$ cat src/rtl/ccd_tag_pkg.sv
package ccd_tag_pkg;
  typedef enum logic [1:0] {
    PX_DUMMY    = 2'd0,
    PX_DARKREF  = 2'd1,
    PX_ACTIVE   = 2'd2,
    PX_DARKLINE = 2'd3
  } px_class_e;
endpackage

$ cat src/rtl/ccd_pos_track.sv
module ccd_pos_track #(
  parameter int LINE_LEN = 1050,
  parameter int LINES    = 1046,
  parameter int COL_W    = $clog2(LINE_LEN + 1),
  parameter int ROW_W    = $clog2(LINES)
) (
  input  logic             clk,
  input  logic             rst_n,
  input  logic             adv,
  input  logic             sof,
  input  logic             eol,
  output logic [COL_W-1:0] eff_col,
  output logic [ROW_W-1:0] eff_row,
  output logic             err_short
);
  localparam logic [COL_W-1:0] LAST_COL = COL_W'(LINE_LEN);
  localparam logic [ROW_W-1:0] LAST_ROW = ROW_W'(LINES - 1);

  logic [COL_W-1:0] col_q;
  logic [ROW_W-1:0] row_q;
  logic             line_end;

  // A frame marker overrides whatever the counters hold.
  always_comb begin
    eff_col  = sof ? COL_W'(1) : col_q;
    eff_row  = sof ? '0 : row_q;
    line_end = eol || (eff_col == LAST_COL);
  end

  always_ff @(posedge clk) begin
    if (!rst_n) begin
      col_q     <= COL_W'(1);
      row_q     <= '0;
      err_short <= 1'b0;
    end else begin
      err_short <= adv && eol && (eff_col != LAST_COL);
      if (adv) begin
        if (line_end) begin
          col_q <= COL_W'(1);
          row_q <= (eff_row == LAST_ROW) ? '0 : eff_row + 1'b1;
        end else begin
          col_q <= eff_col + 1'b1;
          row_q <= eff_row;
        end
      end
    end
  end
endmodule

$ cat src/rtl/ccd_dark_avg.sv
module ccd_dark_avg #(
  parameter int W       = 16,
  parameter int DUMMY_N = 4,
  parameter int DARK_N  = 4,
  parameter int COL_W   = 11
) (
  input  logic             clk,
  input  logic             rst_n,
  input  logic             adv,
  input  logic [COL_W-1:0] col,
  input  logic             skip,
  input  logic [W-1:0]     data,
  output logic [W-1:0]     black
);
  localparam int SH    = $clog2(DARK_N);
  localparam int SUM_W = W + SH;
  localparam logic [COL_W-1:0] FIRST_COL = COL_W'(DUMMY_N + 1);
  localparam logic [COL_W-1:0] LAST_FULL = COL_W'(DUMMY_N + DARK_N);
  localparam logic [COL_W-1:0] LAST_HALF = COL_W'(DUMMY_N + DARK_N / 2);

  logic             skip_q;
  logic             skip_eff;
  logic [COL_W-1:0] last_sel;
  logic             in_sel;
  logic [SUM_W-1:0] acc;
  logic [SUM_W-1:0] acc_next;

  always_comb begin
    skip_eff = (col == COL_W'(1)) ? skip : skip_q;
    last_sel = skip_eff ? LAST_HALF : LAST_FULL;
    in_sel   = (col >= FIRST_COL) && (col <= last_sel);
    acc_next = acc + SUM_W'(data);
  end

  always_ff @(posedge clk) begin
    if (!rst_n) begin
      skip_q <= 1'b0;
      acc    <= '0;
      black  <= '0;
    end else if (adv) begin
      if (col == COL_W'(1)) begin
        skip_q <= skip;
        acc    <= '0;
      end else if (in_sel) begin
        acc <= acc_next;
        if (col == last_sel)
          black <= skip_eff ? W'(acc_next >> (SH - 1)) : W'(acc_next >> SH);
      end
    end
  end
endmodule

$ cat src/rtl/ccd_clamp_out.sv
module ccd_clamp_out #(
  parameter int W = 16
) (
  input  logic         clk,
  input  logic         rst_n,
  input  logic         load,
  input  logic [W-1:0] data,
  input  logic [W-1:0] black,
  input  logic         last_in,
  input  logic         m_ready,
  output logic         m_valid,
  output logic [W-1:0] m_data,
  output logic         m_last
);
  logic [W-1:0] diff;

  always_comb diff = (data > black) ? data - black : '0;

  always_ff @(posedge clk) begin
    if (!rst_n) begin
      m_valid <= 1'b0;
      m_data  <= '0;
      m_last  <= 1'b0;
    end else if (load) begin
      m_valid <= 1'b1;
      m_data  <= diff;
      m_last  <= last_in;
    end else if (m_ready) begin
      m_valid <= 1'b0;
    end
  end
endmodule

$ cat src/rtl/ccd_quad_tagger.sv
module ccd_quad_tagger
  import ccd_tag_pkg::*;
#(
  parameter int W          = 16,
  parameter int LINE_LEN   = 1050,
  parameter int LINES      = 1046,
  parameter int DUMMY_N    = 4,
  parameter int DARK_N     = 4,
  parameter int DARK_LINES = 4
) (
  input  logic         clk,
  input  logic         rst_n,
  input  logic         s_valid,
  output logic         s_ready,
  input  logic [W-1:0] s_data,
  input  logic         s_sof,
  input  logic         s_eol,
  input  logic         skip_edge,
  output logic [1:0]   in_class,
  output logic         m_valid,
  input  logic         m_ready,
  output logic [W-1:0] m_data,
  output logic         m_last,
  output logic         err_short
);
  localparam int COL_W = $clog2(LINE_LEN + 1);
  localparam int ROW_W = $clog2(LINES);
  localparam logic [COL_W-1:0] DUMMY_END = COL_W'(DUMMY_N);
  localparam logic [COL_W-1:0] DARK_END  = COL_W'(DUMMY_N + DARK_N);
  localparam logic [COL_W-1:0] LAST_COL  = COL_W'(LINE_LEN);
  localparam logic [ROW_W-1:0] DARK_ROWS = ROW_W'(DARK_LINES);

  logic [COL_W-1:0] eff_col;
  logic [ROW_W-1:0] eff_row;
  logic [W-1:0]     black;
  logic             adv;
  logic             load;
  px_class_e        cls;

  always_comb begin
    s_ready = !m_valid || m_ready;
    adv     = s_valid && s_ready;
    if (eff_row < DARK_ROWS)       cls = PX_DARKLINE;
    else if (eff_col <= DUMMY_END) cls = PX_DUMMY;
    else if (eff_col <= DARK_END)  cls = PX_DARKREF;
    else                           cls = PX_ACTIVE;
    in_class = cls;
    load     = adv && (cls == PX_ACTIVE);
  end

  ccd_pos_track #(
    .LINE_LEN(LINE_LEN), .LINES(LINES), .COL_W(COL_W), .ROW_W(ROW_W)
  ) u_pos (
    .clk(clk), .rst_n(rst_n), .adv(adv), .sof(s_sof), .eol(s_eol),
    .eff_col(eff_col), .eff_row(eff_row), .err_short(err_short)
  );

  ccd_dark_avg #(
    .W(W), .DUMMY_N(DUMMY_N), .DARK_N(DARK_N), .COL_W(COL_W)
  ) u_dark (
    .clk(clk), .rst_n(rst_n), .adv(adv), .col(eff_col), .skip(skip_edge),
    .data(s_data), .black(black)
  );

  ccd_clamp_out #(.W(W)) u_out (
    .clk(clk), .rst_n(rst_n), .load(load), .data(s_data), .black(black),
    .last_in(s_eol || (eff_col == LAST_COL)), .m_ready(m_ready),
    .m_valid(m_valid), .m_data(m_data), .m_last(m_last)
  );
endmodule

$ cat config.mk
export PLATFORM = sky130hd
export DESIGN_NAME = ccd_quad_tagger
export DESIGN_NICKNAME = d
export VERILOG_FILES = /design/src/rtl/ccd_tag_pkg.sv /design/src/rtl/ccd_pos_track.sv /design/src/rtl/ccd_dark_avg.sv /design/src/rtl/ccd_clamp_out.sv /design/src/rtl/ccd_quad_tagger.sv
export SDC_FILE = /design/constraint.sdc
export NUM_CORES = 1
export LEC_CHECK = 0
export ABC_AREA = 0
export CAP_MARGIN = 10
export CORE_UTILIZATION = 54
export CTS_CLUSTER_DIAMETER = 200
export DETAILED_ROUTE_END_ITERATION = 12
export PLACE_DENSITY = 0.76
export SLEW_MARGIN = 20
export SYNTH_ARGS = -nofsm -noshare
export SYNTH_HDL_FRONTEND = slang
export SYNTH_HIERARCHICAL = 1
export SYNTH_SLANG_ARGS = --single-unit
export TNS_END_PERCENT = 30
$ cat constraint.sdc
create_clock -name clk -period 3.97 [get_ports clk]
set_clock_uncertainty 0.2 [all_clocks]
set_input_delay 0.397 -clock clk [delete_from_list [all_inputs] [get_ports clk]]
set_output_delay 0.397 -clock clk [all_outputs]
set_load 0.01 [all_outputs]
==> summary.txt <==
CTS
  • Clk sink count: 76
  • Worst-Skew Late Latency: 0.35 ns
  • Root buffer cell: clkbuf_8
  • Number of CTS-inserted buffers: 9
  • CTS H-tree depth: 3
  • Hold buffers post-CTS: 0
  • Worst-path clk slew: 0.09 ns
  • Maximum root-to-sink buffer count: 2
  • Setup bufs post-CTS: 0
  • CTS tree: yes

Logic synthesis
  • Syn nets: 751
  • Mapped Cells: 689
  • Synth warn: 6
  • Avg Cell Area, Syn: 8.00 um^2
  • Synth Cell Area: 0.00551 mm^2

Cells and area
  • Commonest non-fill, non-tap cells in the layout: dfxtp_1 (76), nand2_1 (57), a21oi_1 (57)
  • Syn-to-layout area delta: 14.8%
  • Number of fill cells in the layout: 869
  • Commonest non-fill, non-tap cell in the layout: dfxtp_1
  • # diodes: 0
  • Nets: 796
  • Share of cells above drive strength 1: 8.66%

Routing
  • Detailed-route via count: 5343
  • Wire per inst: 16.3 um
  • Iteration-0 DRC Markers: 250
  • Drt via density: 6.13
  • DRT antenna net count: 0
  • First drt pass iteration count: 5
  • WL final: 14.2 mm
  • DRC: 0

Floorplan
  • Num rows: 36
  • Initial cell density of the core: 56.2%
  • Die H: 103 um
  • Die W: 103 um
  • # IOs: 45
  • Die area: 0.0106 mm^2
  • Core area: 0.00982 mm^2

Min path
  • Hold wc startpoint: u_dark/acc[0]
  • Hold crit path type: flip-flop to flip-flop
  • Endpoint, Worst Hold: u_dark/acc[0]
  • Hold Path Cell Cnt: 2

Outcome
  • Result of the run: finished, final reports clean

Placement
  • Placer Congestion: 0.975
  • I/O Buffers: 44
  • DPL Wire Length: 10.8 mm
  • Worst slack at placement: -0.137 ns

Timing
  • Final hold vios: 0
  • Slew of the pin with the lowest slew margin: 0.850 ns
  • Final min period: 3.43 ns
  • Slew Limit Fails: 0
  • WHS: 0.276 ns
  • Unrepaired setup endpoints after global routing: no
  • Tcrit/Tclk final: 86.5%
  • Slack of the critical path: 0.538 ns
  • Final setup fails: 0
  • Max Freq: 291 MHz
  • Normalized max-slew margin: 43.2%

Global routing
  • Initial antenna violation count: 0
  • First-pass GRT wire length: 23.3 mm
  • Total gr overflow: 0
  • Tot GR Track Use: 27.9%
  • Vias in the first global route: 5081
  • Pin count of the biggest net entering global routing: 30

Worst setup path
  • Reg2reg start: u_pos/col_q[7]
  • Slowest stage delay, CP: 0.34 ns
  • Worst r2r path cells: 14
  • Crit path cell chain: dlymetal6s2s_1 -> nand2b_1 -> inv_1 -> nor3_1 -> nand3_1 -> mux2_4 -> inv_1 -> ha_1 -> and3b_1 -> a21oi_1 -> a211o_1 -> o31a_1 -> buf_4 -> nand2_1 -> a311oi_1
  • CP max FO: 20
  • Setup crit end kind: flip-flop
  • Worst EP required: 4.02 ns
  • Reg-to-reg endpoint: u_dark/acc[16]
  • Cell mode on critical path: inv_1
  • Critical-path top delay cell: mux2_4
  • Worst R2R Setup Slack: 0.65 ns
  • Crit path arrival time: 3.49 ns
  • Critical path startpoint category: primary input
  • Critical path class: primary input to flip-flop

Pwr
  • Static leakage: 0.00246 uW
  • Worst vdd ir: 0.176 mV
  • Switching Share: 28.2%
  • Clk pwr share: 36.4%
  • Sequential power share: 47.7%
  • Net Switching: 455 uW
  • Internal: 1160 uW
  • Pwr Density: 255 mW/mm^2
  • Gate power share: 15.9%

Flow run
  • Max Cap Viol: 0
-- area by class of cell --
| type | count | area, um^2 | area share, % |
|---|---|---|---|
| repair buffers | 63 | 598 | 9.44 |
| flip-flops and latches | 76 | 1520 | 24.0 |
| well taps | 133 | 166 | 2.63 |
| inverters | 48 | 180 | 2.85 |
| clock inverters | 6 | 65.1 | 1.03 |
| multi-input cells | 536 | 3670 | 58.0 |
| clock buffers | 10 | 128 | 2.02 |
-- state kept, by name, summed over array words and instances, names as in the netlist --
name             count
u_dark/acc          18
u_dark/black        16
u_out/m_data        16
u_pos/col_q         11
u_pos/row_q         11
u_dark/skip_q        1
u_out/m_last         1
u_out/m_valid        1
u_pos/err_short      1
-- metrics by stage --
stage	power (uW)	cell area (um^2)	instances	setup TNS (ns)	utilization [%]
finish	1610	6330	872	0	64.5
global route	1680	6330	872	0	64.5
CTS	1620	6330	872	0	64.5
detailed placement	1040	6140	856	-0.851	62.5
global placement	1030	6140	856	0	62.5
floorplan	961	5520	689	0	-
-- what timing repair did --
| item | CTS | global route |
|---|---|---|
| endpoints found under the hold margin | 0 | 0 |
| gates resized for setup | 0 | 1 |
| endpoints found under the setup margin | 0 | 2 |
-- per-layer routing --
metal / vias to the layer above / part of all wire [%] / track usage (%)
met2: 152 / 52 / 52.8
met4: 0 / 2.2 / 10.9
met5: - / 0 / 0
met3: 21 / 3.7 / 2.71
met1: 2523 / 42 / 32.0
li1: 2647 / - / -
-- how the worst max path moves through the flow --
stage / cells after the start / from / to
2_1_floorplan: 18 / s_sof / u_dark/black[5]
3_3_place_gp: 15 / s_sof / u_dark/acc[16]
3_5_place_dp: 15 / s_sof / u_dark/acc[16]
4_1_cts: 15 / s_sof / u_dark/acc[16]
5_1_grt: 15 / s_sof / u_dark/acc[16]
6_report: 15 / s_sof / u_dark/acc[16]
-- critical path, delay by kind of cell --
| kind | cells | cell delay (ns) |
|---|---|---|
| AO/OA/AOI/OAI | 4 | 0.77 |
| buffers and inverters | 4 | 0.73 |
| AND/OR/NAND/NOR | 5 | 0.99 |
| multiplexers | 1 | 0.34 |
| adder cells (fa/ha/maj) | 1 | 0.25 |
-- power by group through the flow --
stage,clock network (uW),logic [uW],registers (uW)
floorplan,0,175,786
global placement,0,245,787
detailed placement,0,253,787
CTS,598,254,769
global route,627,282,771
finish,587,256,770
No activity file was read; power rests on OpenSTA's default activity.
